`src/rtl/nco_upmod_pkg.sv`:
```
package nco_upmod_pkg;

  // Mode codes: the encoding is decoded at the block edge.
  localparam logic [2:0] MODE_PASS  = 3'b000;
  localparam logic [2:0] MODE_UPPER = 3'b001;
  localparam logic [2:0] MODE_LOWER = 3'b010;

  // Internal mixing selection carried down the pipeline.
  typedef enum logic [1:0] {
    MIX_PASS  = 2'd0,
    MIX_UPPER = 2'd1,
    MIX_LOWER = 2'd2
  } mix_kind_e;

  // A disabled oscillator and any unlisted code both fall back to pass-through.
  function automatic mix_kind_e decode_mode(input logic en, input logic [2:0] code);
    mix_kind_e k;
    k = MIX_PASS;
    if (en) begin
      if (code == MODE_UPPER)      k = MIX_UPPER;
      else if (code == MODE_LOWER) k = MIX_LOWER;
    end
    return k;
  endfunction

  // Quarter-wave magnitude at a half-step offset, so the other quadrants
  // follow by mirror and sign alone.
  function automatic int quarter_sine(input int k, input int steps, input int peak);
    real arg;
    arg = 2.0 * 3.14159265358979323846 * (real'(k) + 0.5) / real'(4 * steps);
    return $rtoi(real'(peak) * $sin(arg) + 0.5);
  endfunction

endpackage

```
`src/rtl/nco_phase_acc.sv`:
```
module nco_phase_acc #(
  parameter int FTW_W  = 32,
  parameter int POFF_W = 16,
  parameter int ADDR_W = 10
) (
  input  logic              clk_i,
  input  logic              rst_ni,
  input  logic              en_i,
  input  logic [FTW_W-1:0]  ftw_i,
  input  logic [POFF_W-1:0] poff_i,
  output logic [ADDR_W-1:0] addr_o
);

  localparam int DROP = POFF_W - ADDR_W;

  logic [FTW_W-1:0]  acc_q, acc_d;
  logic [POFF_W-1:0] acc_hi;
  logic [POFF_W-1:0] ph_sum;
  logic [ADDR_W-1:0] addr_d, addr_q;

  // Next-state logic: the accumulator advances only while enabled.
  always_comb begin
    acc_d  = acc_q;
    if (en_i) acc_d = acc_q + ftw_i;
    acc_hi = POFF_W'(acc_q >> (FTW_W - POFF_W));
    ph_sum = acc_hi + poff_i;
    addr_d = ADDR_W'(ph_sum >> DROP);
  end

  always_ff @(posedge clk_i or negedge rst_ni) begin
    if (!rst_ni) begin
      acc_q  <= '0;
      addr_q <= '0;
    end else begin
      acc_q  <= acc_d;
      addr_q <= addr_d;
    end
  end

  assign addr_o = addr_q;

  // a disabled oscillator keeps its phase.
  a_r4_phase_hold: assert property (@(posedge clk_i) disable iff (!rst_ni)
    !en_i |=> acc_q == $past(acc_q));

endmodule

```
`src/rtl/nco_sincos_lut.sv`:
```
module nco_sincos_lut
  import nco_upmod_pkg::*;
#(
  parameter int ADDR_W = 10,
  parameter int AMP_W  = 14
) (
  input  logic                    clk_i,
  input  logic                    rst_ni,
  input  logic [ADDR_W-1:0]       addr_i,
  output logic signed [AMP_W-1:0] sin_o,
  output logic signed [AMP_W-1:0] cos_o
);

  localparam int QA_W = ADDR_W - 2;
  localparam int QD   = 1 << QA_W;
  localparam int PEAK = (1 << (AMP_W - 1)) - 1;

  logic [AMP_W-2:0] qrom [QD];

  for (genvar k = 0; k < QD; k++) begin : g_rom
    assign qrom[k] = (AMP_W-1)'(quarter_sine(k, QD, PEAK));
  end

  logic signed [AMP_W-1:0] wave_d [2];
  logic signed [AMP_W-1:0] wave_q [2];

  // Index 0 is sine; index 1 is the same wave a quarter turn ahead (cosine).
  for (genvar g = 0; g < 2; g++) begin : g_wave
    logic [1:0]       quad;
    logic [QA_W-1:0]  idx;
    logic [AMP_W-2:0] mag;
    always_comb begin
      quad = addr_i[ADDR_W-1 -: 2] + 2'(g);
      idx  = quad[0] ? ~addr_i[QA_W-1:0] : addr_i[QA_W-1:0];
      mag  = qrom[idx];
      wave_d[g] = quad[1] ? -$signed({1'b0, mag}) : $signed({1'b0, mag});
    end
  end

  always_ff @(posedge clk_i or negedge rst_ni) begin
    if (!rst_ni) begin
      wave_q[0] <= '0;
      wave_q[1] <= '0;
    end else begin
      wave_q[0] <= wave_d[0];
      wave_q[1] <= wave_d[1];
    end
  end

  assign sin_o = wave_q[0];
  assign cos_o = wave_q[1];

  // sign of each wave follows the quadrant of the address.
  a_r6_sin_sign: assert property (@(posedge clk_i) disable iff (!rst_ni)
    !addr_i[ADDR_W-1] |=> !sin_o[AMP_W-1]);
  a_r6_sin_neg: assert property (@(posedge clk_i) disable iff (!rst_ni)
    addr_i[ADDR_W-1] |=> (sin_o[AMP_W-1] || sin_o == '0));
  a_r6_cos_sign: assert property (@(posedge clk_i) disable iff (!rst_ni)
    (addr_i[ADDR_W-1] == addr_i[ADDR_W-2]) |=> !cos_o[AMP_W-1]);

endmodule

```
`src/rtl/nco_cmul.sv`:
```
module nco_cmul
  import nco_upmod_pkg::*;
#(
  parameter int DW    = 12,
  parameter int AMP_W = 14
) (
  input  logic                    clk_i,
  input  logic                    rst_ni,
  input  logic signed [DW-1:0]    i_i,
  input  logic signed [DW-1:0]    q_i,
  input  logic signed [AMP_W-1:0] sin_i,
  input  logic signed [AMP_W-1:0] cos_i,
  input  mix_kind_e               kind_i,
  output logic signed [DW-1:0]    a_o,
  output logic signed [DW-1:0]    b_o
);

  localparam int PROD_W = DW + AMP_W;
  localparam int SUM_W  = PROD_W + 1;
  localparam int FRAC   = AMP_W - 1;
  localparam logic signed [SUM_W:0] HALF = (SUM_W+1)'(1 << (FRAC - 1));
  localparam logic signed [SUM_W:0] HI   = (SUM_W+1)'((1 << (DW - 1)) - 1);
  localparam logic signed [SUM_W:0] LO   = -(SUM_W+1)'(1 << (DW - 1));

  // Stage 3: four products plus the bypass copies.
  logic signed [PROD_W-1:0] p_ic_d, p_qs_d, p_is_d, p_qc_d;
  logic signed [PROD_W-1:0] p_ic_q, p_qs_q, p_is_q, p_qc_q;
  logic signed [DW-1:0]     i3_q, q3_q;
  mix_kind_e                kind3_q;

  always_comb begin
    p_ic_d = PROD_W'(i_i) * PROD_W'(cos_i);
    p_qs_d = PROD_W'(q_i) * PROD_W'(sin_i);
    p_is_d = PROD_W'(i_i) * PROD_W'(sin_i);
    p_qc_d = PROD_W'(q_i) * PROD_W'(cos_i);
  end

  always_ff @(posedge clk_i or negedge rst_ni) begin
    if (!rst_ni) begin
      p_ic_q  <= '0;
      p_qs_q  <= '0;
      p_is_q  <= '0;
      p_qc_q  <= '0;
      i3_q    <= '0;
      q3_q    <= '0;
      kind3_q <= MIX_PASS;
    end else begin
      p_ic_q  <= p_ic_d;
      p_qs_q  <= p_qs_d;
      p_is_q  <= p_is_d;
      p_qc_q  <= p_qc_d;
      i3_q    <= i_i;
      q3_q    <= q_i;
      kind3_q <= kind_i;
    end
  end

  // Round half up, then clamp to the sample range.
  function automatic logic signed [DW-1:0] rnd_sat(input logic signed [SUM_W-1:0] s);
    logic signed [SUM_W:0] biased;
    logic signed [SUM_W:0] shifted;
    logic signed [DW-1:0]  r;
    biased  = (SUM_W+1)'(s) + HALF;
    shifted = biased >>> FRAC;
    if (shifted > HI)      r = HI[DW-1:0];
    else if (shifted < LO) r = LO[DW-1:0];
    else                   r = DW'(shifted);
    return r;
  endfunction

  // Stage 4: combine per sideband, round, saturate.
  logic signed [SUM_W-1:0] sum_a, sum_b;
  logic signed [DW-1:0]    a_d, b_d, a_q, b_q;

  always_comb begin
    sum_a = '0;
    sum_b = '0;
    a_d   = i3_q;
    b_d   = q3_q;
    unique case (kind3_q)
      MIX_UPPER: begin
        sum_a = SUM_W'(p_ic_q) - SUM_W'(p_qs_q);
        sum_b = SUM_W'(p_is_q) + SUM_W'(p_qc_q);
        a_d   = rnd_sat(sum_a);
        b_d   = rnd_sat(sum_b);
      end
      MIX_LOWER: begin
        sum_a = SUM_W'(p_ic_q) + SUM_W'(p_qs_q);
        sum_b = SUM_W'(p_qc_q) - SUM_W'(p_is_q);
        a_d   = rnd_sat(sum_a);
        b_d   = rnd_sat(sum_b);
      end
      default: ;
    endcase
  end

  always_ff @(posedge clk_i or negedge rst_ni) begin
    if (!rst_ni) begin
      a_q <= '0;
      b_q <= '0;
    end else begin
      a_q <= a_d;
      b_q <= b_d;
    end
  end

  assign a_o = a_q;
  assign b_o = b_q;

  // a silent input yields silent outputs two edges on, in every mode.
  a_r9_zero_in: assert property (@(posedge clk_i) disable iff (!rst_ni)
    (i_i == '0 && q_i == '0) |=> ##1 (a_o == '0 && b_o == '0));

endmodule

```
`src/rtl/nco_iq_upmod.sv`:
```
module nco_iq_upmod
  import nco_upmod_pkg::*;
#(
  parameter int DW     = 12,
  parameter int FTW_W  = 32,
  parameter int POFF_W = 16,
  parameter int LUT_AW = 10,
  parameter int AMP_W  = 14
) (
  input  logic                 clk_i,
  input  logic                 rst_ni,
  input  logic                 nco_en_i,
  input  logic [2:0]           mix_mode_i,
  input  logic [FTW_W-1:0]     tune_word_i,
  input  logic [POFF_W-1:0]    phase_ofs_i,
  input  logic signed [DW-1:0] samp_i_i,
  input  logic signed [DW-1:0] samp_q_i,
  output logic signed [DW-1:0] chan_a_o,
  output logic signed [DW-1:0] chan_b_o
);

  localparam int LATENCY = 4;

  // Reset: asserted at once, released after two edges.
  logic [1:0] rst_pipe_q;
  logic       rst_int_n;

  always_ff @(posedge clk_i or negedge rst_ni) begin
    if (!rst_ni) rst_pipe_q <= '0;
    else         rst_pipe_q <= {rst_pipe_q[0], 1'b1};
  end
  assign rst_int_n = rst_pipe_q[1];

  // Stage 1: table address; sample and mode alignment.
  logic [LUT_AW-1:0] addr1;

  nco_phase_acc #(
    .FTW_W  (FTW_W),
    .POFF_W (POFF_W),
    .ADDR_W (LUT_AW)
  ) u_phase (
    .clk_i  (clk_i),
    .rst_ni (rst_int_n),
    .en_i   (nco_en_i),
    .ftw_i  (tune_word_i),
    .poff_i (phase_ofs_i),
    .addr_o (addr1)
  );

  mix_kind_e            kind_d, kind1_q, kind2_q;
  logic signed [DW-1:0] i1_q, q1_q, i2_q, q2_q;

  always_comb kind_d = decode_mode(nco_en_i, mix_mode_i);

  always_ff @(posedge clk_i or negedge rst_int_n) begin
    if (!rst_int_n) begin
      i1_q    <= '0;
      q1_q    <= '0;
      kind1_q <= MIX_PASS;
      i2_q    <= '0;
      q2_q    <= '0;
      kind2_q <= MIX_PASS;
    end else begin
      i1_q    <= samp_i_i;
      q1_q    <= samp_q_i;
      kind1_q <= kind_d;
      i2_q    <= i1_q;
      q2_q    <= q1_q;
      kind2_q <= kind1_q;
    end
  end

  // Stage 2: sine and cosine.
  logic signed [AMP_W-1:0] sin2, cos2;

  nco_sincos_lut #(
    .ADDR_W (LUT_AW),
    .AMP_W  (AMP_W)
  ) u_lut (
    .clk_i  (clk_i),
    .rst_ni (rst_int_n),
    .addr_i (addr1),
    .sin_o  (sin2),
    .cos_o  (cos2)
  );

  // Stages 3 and 4: products, sideband combine, round and saturate.
  nco_cmul #(
    .DW    (DW),
    .AMP_W (AMP_W)
  ) u_cmul (
    .clk_i  (clk_i),
    .rst_ni (rst_int_n),
    .i_i    (i2_q),
    .q_i    (q2_q),
    .sin_i  (sin2),
    .cos_i  (cos2),
    .kind_i (kind2_q),
    .a_o    (chan_a_o),
    .b_o    (chan_b_o)
  );

  // Counts edges since internal reset release, for the pass-through check.
  logic [2:0] warm_q;
  always_ff @(posedge clk_i or negedge rst_int_n) begin
    if (!rst_int_n)                    warm_q <= '0;
    else if (warm_q != 3'(LATENCY+1)) warm_q <= warm_q + 3'd1;
  end

  // outputs are zero while the external reset is held.
  a_r1_reset_zero: assert property (@(posedge clk_i)
    !rst_ni |-> (chan_a_o == '0 && chan_b_o == '0));

  // unmixed samples arrive unchanged after four edges.
  a_r3_bypass: assert property (@(posedge clk_i) disable iff (!rst_int_n)
    (warm_q == 3'(LATENCY+1) &&
     (!$past(nco_en_i, 4) ||
      ($past(mix_mode_i, 4) != MODE_UPPER && $past(mix_mode_i, 4) != MODE_LOWER)))
    |-> (chan_a_o == $past(samp_i_i, 4) && chan_b_o == $past(samp_q_i, 4)));

endmodule

```
`config.mk`:
```
export PLATFORM = sky130hd
export DESIGN_NAME = nco_iq_upmod
export DESIGN_NICKNAME = d
export VERILOG_FILES = /design/src/rtl/nco_upmod_pkg.sv /design/src/rtl/nco_phase_acc.sv /design/src/rtl/nco_sincos_lut.sv /design/src/rtl/nco_cmul.sv /design/src/rtl/nco_iq_upmod.sv
export SDC_FILE = /design/constraint.sdc
export NUM_CORES = 2
export LEC_CHECK = 0
export BUFFER_PORTS_ARGS = -buffer_cell sky130_fd_sc_hd__buf_2
export CAP_MARGIN = 20
export CORE_MARGIN = 3
export CORE_UTILIZATION = 56
export CTS_BUF_LIST = sky130_fd_sc_hd__clkbuf_8
export DETAILED_ROUTE_END_ITERATION = 8
export GPL_TIMING_DRIVEN = 0
export PLACE_DENSITY_LB_ADDON = 0.2
export SYNTH_ARGS = -nofsm -noshare
export SYNTH_HDL_FRONTEND = slang
export SYNTH_SLANG_ARGS = --single-unit
```
`constraint.sdc`:
```
create_clock -name clk_i -period 7.95 [get_ports clk_i]
set_clock_uncertainty 0.1 [all_clocks]
set_input_delay 0.3975 -clock clk_i [delete_from_list [all_inputs] [get_ports clk_i]]
set_output_delay 0.3975 -clock clk_i [all_outputs]
set_load 0.03 [all_outputs]
```
==> out/results.tsv, run 1 <==
metric	value	unit
area of the mapped netlist	50800	sq um
maximum clock path buffer count	3	
first-pass GRT wire length	479	mm
standard cell area after detailed placement	53400	sq um
placement row count	109	
#FFs+latches synth	278	
total placed cells including tap cells	7256	
Net Count, Synth	7185	
share of the yosys chip area belonging to registers	0.137	
number of sinks on the clock net	278	
synthesized instance count	5949	
post-synth cell types	117	
status	aborted with a tool error	
first error	[ERROR GRT-0116] Global routing finished with congestion. Check the congestion regions in the DRC Viewer.	
I/O pin count	102	
gpl congestion	1.19	
count of yosys warnings during synthesis	0	
Horiz. Die Dim	307	microns
DP HPWL	213	mm
overflow left after global routing	107	
share of async-settable or async-resettable flops after synthesis	1.00	
vias in the first global route	62400	
largest net degree at the start of global routing	74	
Die Y-Extent	307	microns
number of buffers inserted during clock tree synthesis	52	
number of flops mapped to enable cells by yosys	0	
main flop type after synthesis	sky130_fd_sc_hd__dfrtp_1	
starting density of the core	0.569	
Tot GR Track Use	0.721	
Syn Area/Cell	8.53	sq um
step where the flow halted	global routing (5_1_grt)	
clock tree root buffer cell	sky130_fd_sc_hd__clkbuf_8	
depth of the CTS H-tree	2	
buffers added on ports	100	
-- through the flow --
stage / setup slack, ns / util / TNS [ns]
2_1_floorplan: 2.06 / - / 0
3_3_place_gp: -1.03 / 0.591 / -16.20
3_5_place_dp: -0.621 / 0.599 / -8.48
4_1_cts: 0.0522 / 0.618 / 0
-- cells in the mapped netlist, types with 65 or more instances --
cell / count / area share
sky130_fd_sc_hd__fa_1: 639 / 0.25
sky130_fd_sc_hd__ha_1: 519 / 0.13
sky130_fd_sc_hd__a21o_1: 80 / 0.012
sky130_fd_sc_hd__inv_1: 926 / 0.068
sky130_fd_sc_hd__buf_2: 65 / 0.0064
sky130_fd_sc_hd__xnor2_1: 167 / 0.029
sky130_fd_sc_hd__and2_1: 228 / 0.028
sky130_fd_sc_hd__nor2_1: 303 / 0.022
sky130_fd_sc_hd__clkbuf_1: 235 / 0.017
sky130_fd_sc_hd__nor3_1: 91 / 0.0090
sky130_fd_sc_hd__o21ai_0: 268 / 0.026
sky130_fd_sc_hd__a21oi_1: 303 / 0.030
sky130_fd_sc_hd__nand2b_1: 72 / 0.0089
sky130_fd_sc_hd__nand2_1: 654 / 0.048
sky130_fd_sc_hd__dfrtp_1: 278 / 0.14
sky130_fd_sc_hd__nor2b_1: 69 / 0.0085
-- per-layer routing --
| metal | GRT overflow | track usage |
|---|---|---|
| met3 | 5 | 0.577 |
| met5 | 0 | 0.263 |
| met2 | 41 | 0.883 |
| met1 | 28 | 0.732 |
| met4 | 33 | 0.680 |
-- cells by family after synthesis --
logic type               after synthesis  synth area share
AO/OA/AOI/OAI                       1308             0.172
XOR/XNOR                             233            0.0419
adder cells (fa/ha/maj)             1159             0.380
buffers and inverters               1289             0.102
other                                  1         0.0000739
flip-flops                           278             0.137
multiplexers                          71            0.0171
AND/OR/NAND/NOR                     1610             0.150
-- repair_timing --
action,4_1_cts
cloned,0
setup buffers,0
setup endpoints to repair,23
hold buffers,37
gates resized for setup,5
endpoints found under the hold margin,34
==> run 2: changes to the inputs <==
CORE_UTILIZATION = 40   (was 56)
CTS_BUF_LIST = not set   (was sky130_fd_sc_hd__clkbuf_8)
PLACE_DENSITY_LB_ADDON = 0.15   (was 0.2)
clock period = 10.3 ns   (was 7.95 ns; I/O delays follow)
==> run 2 against run 1 <==
The run now ends clean; synthesized cell count unchanged; area after synthesis is the same.
==> out/results.tsv, run 2 <==
metric	value	unit	change
post-synth cell types	117		unchanged
MaxCap Viol Count	0		
drt drc	0		
I/O pin count	102		unchanged
share of synthesized area spent on multiplexers	0.0171		unchanged
clock tree root buffer cell	sky130_fd_sc_hd__clkbuf_16		
drt first pass iters	6		
DP HPWL	222	mm	+4.0%
overflow left after global routing	0		
TritonCTS clock tree	yes		
number of fillers in the final layout	12600		
library cell with the highest instance count after synthesis	sky130_fd_sc_hd__inv_1		
area fraction in compound gates after synthesis	0.172		unchanged
Vias	49400		
setup slack after placement	1.49	ns	+2.11 ns
leading cell type in the layout, fill and taps excluded	sky130_fd_sc_hd__inv_1		
gpl congestion	1.10		-7.1%
Hold Violations, Final	0		
Min-Delay Startpoint	mix_mode_i[0]		
Data arrival, critical path	9.79	ns	
largest stage delay on the critical path	0.74	ns	
Worst Hold Endpoint	kind1_q[1]		
source-to-sink clock delay at the later pin of the worst-skew pair	0.65	ns	
die area	131000	sq um	
starting density of the core	0.403		-0.166
Worst setup EP type	flip-flop		
Buf+Inv Stages, Crit Path	11		
#FFs+latches synth	278		unchanged
maximum net fanout on the critical path	10		
main flop type after synthesis	sky130_fd_sc_hd__dfrtp_1		
number of sinks on the clock net	278		unchanged
classification of the worst-slack hold path	in2reg		
first-pass GRT wire length	392	mm	
area of the mapped netlist	50800	sq um	unchanged
via/cell ratio	6.27		
Worst slew margin	0.0279		
cells traversed along the worst timing path	buf_6 -> buf_12 -> buf_8 -> buf_8 -> buf_4 -> buf_2 -> buf_2 -> buf_2 -> buf_2 -> xnor2_1 -> ha_1 -> clkbuf_1 -> clkbuf_1 -> nand2_1 -> a31oi_1 -> a211oi_1 -> a31oi_1 -> nor2_1 -> o41ai_1 -> o211ai_1 -> ha_1 -> nand2_1 -> o21ai_0 -> xor2_1		
nature of the critical path startpoint	flip-flop		
mean routed wirelength per cell	36.2	microns	
count of yosys warnings during synthesis	0		unchanged
Max Fclk	0.106	GHz	
reg-to-reg setup timing slack	0.91	ns	
slowest cell on the critical path	sky130_fd_sc_hd__clkbuf_1		
cell depth of the worst min-delay path	2		
share of async-settable or async-resettable flops after synthesis	1.00		unchanged
area share of and/or/nand/nor cells after synthesis	0.150		unchanged
core region area	126000	sq um	
synthesized instance count	5949		unchanged
buffers added on ports	100		unchanged
detailed router's first-iteration violation count	5835		
post-route setup slack	0.909	ns	
antenna violations before repair	26		
setup repair after global routing missed its margin	no		
Die Y-Extent	362	microns	+18%
path depth of the worst reg2reg path	24		
setup total negative slack	0	ns	
Worst Setup Path Type	reg2reg		
area of combinational cells with multiple inputs	38800	sq um	
top library cells by usage in the layout, fill and taps aside	sky130_fd_sc_hd__inv_1, sky130_fd_sc_hd__nand2_1, sky130_fd_sc_hd__fa_1		
setup-violating endpoint count in the final report	0		
min cycle time layout	9.39	ns	
Worst Max-Slew Pin Slew	1.46	ns	
area occupied by registers	6960	sq um	
number of cells upsized or downsized after cts	0		-5
flip-flop count of the largest register after layout	32		
Syn Area/Cell	8.53	sq um	unchanged
post-synth top area cell	sky130_fd_sc_hd__fa_1		
share of post-route cells with drive strength above 1	0.0756		
P&R area growth vs syn	10.4	%	
destination of the worst register-to-register timing path	u_lut.sin_o[6]		
fraction of synthesized cell area in xor and xnor cells	0.0419		unchanged
max-slew violation total from the final report	0		
ranking of synthesized cells by area	sky130_fd_sc_hd__fa_1, sky130_fd_sc_hd__dfrtp_1, sky130_fd_sc_hd__ha_1		
cell types with the highest counts after synthesis	sky130_fd_sc_hd__inv_1, sky130_fd_sc_hd__nand2_1, sky130_fd_sc_hd__fa_1, sky130_fd_sc_hd__ha_1		
Hold WS	0.0839	ns	
cell with the most instances on the worst path	sky130_fd_sc_hd__buf_2		
antenna violation net count after detailed routing	0		
number of buffers inserted during clock tree synthesis	37		-29%
maximum clock path buffer count	3		unchanged
total number of nets in the final design	7410		
period utilisation layout	0.912		
largest net degree at the start of global routing	74		
largest family of logic cells by synthesized area	adder cells		
top register by number of flip-flops	u_phase.acc_q		
Horiz. Die Dim	362	microns	+18%
share of Yosys cell area claimed by the top area cell type	0.252		unchanged
share of the yosys chip area belonging to registers	0.137		unchanged
number of flops mapped to enable cells by yosys	0		unchanged
clock-pin slew reported for the worst setup and hold paths after clock tree synthesis	0.07	ns	
vias in the first global route	49300		
fraction of the mapped netlist area in adder cells	0.380		unchanged
depth of the CTS H-tree	2		unchanged
placement row count	130		+19%
Post-CTS Setup Repair Bufs	0		unchanged
status	finished clean		
Net Count, Synth	7185		unchanged
Worst path top cell family by delay	buffers and inverters		
number of buffers inserted by hold repair at cts	25		-32%
post-detailed-routing wire length	285	mm	
Tot GR Track Use	0.432		
worst r2r src	u_phase.addr_o[8]		
critical path data required time	10.70	ns	
## run 2: cell counts after synthesis
Identical to the previous run, type by type.
## run 2: metrics by stage
| stage | cells | area (sq um) | util |
|---|---|---|---|
| final | 7876 | 56100 | 0.445 |
| after global routing | 7855 | 56000 | 0.445 |
| after CTS | 7845 | 55900 | 0.444 |
| after detailed placement | 7752 | 54300 | 0.431 |
| after global placement | 7699 | 53300 | 0.424 |
| after floorplan | 5949 | 50800 | - |
## run 2: worst max-delay path by stage
stage	from	to	slack (ns)	depth (start not counted)
3_5_place_dp	u_phase.addr_o[8]	u_lut.sin_o[13]	1.49	21
2_1_floorplan	rst_pipe_q[1]	i1_q[0]	1.88	0
4_1_cts	u_phase.addr_o[8]	u_lut.sin_o[13]	1.47	21
3_3_place_gp	rst_pipe_q[1]	u_cmul.p_qc_q[5]	-1.93	0
6_report	u_phase.addr_o[8]	u_lut.sin_o[6]	0.91	24
5_1_grt	u_phase.addr_o[8]	u_lut.sin_o[13]	1.11	24
## run 2: logic make-up after synthesis
| family | after synthesis |
|---|---|
| and+or+nand+nor | 1610 |
| other | 1 |
| AOI/OAI and AO/OA | 1308 |
| muxes | 71 |
| xor gates and xnor gates | 233 |
| DFF | 278 |
| adders and majority gates | 1159 |
| buffers and inverters | 1289 |
## run 2: area by class of cell
cell class,count,area share
antenna,23,0.00103
buffer,357,0.0297
clock buffer,45,0.0178
clock inverter,23,0.00609
inverter,932,0.0624
multi-input combinational,4382,0.692
sequential,278,0.124
tap,1650,0.0368
timing repair buffer,186,0.0302
## run 2: layer usage
metal / wire length, microns / GRT usage / up-vias
li1: - / - / 20200
met1: 101000 / 0.493 / 24700
met2: 124000 / 0.666 / 3307
met3: 27200 / 0.119 / 1265
met4: 32700 / 0.380 / 12
met5: 108 / 0.00407 / -
Power of run 2 is not shown: default switching activity piles up to over one toggle a cycle in this logic, so the estimate is an artifact.
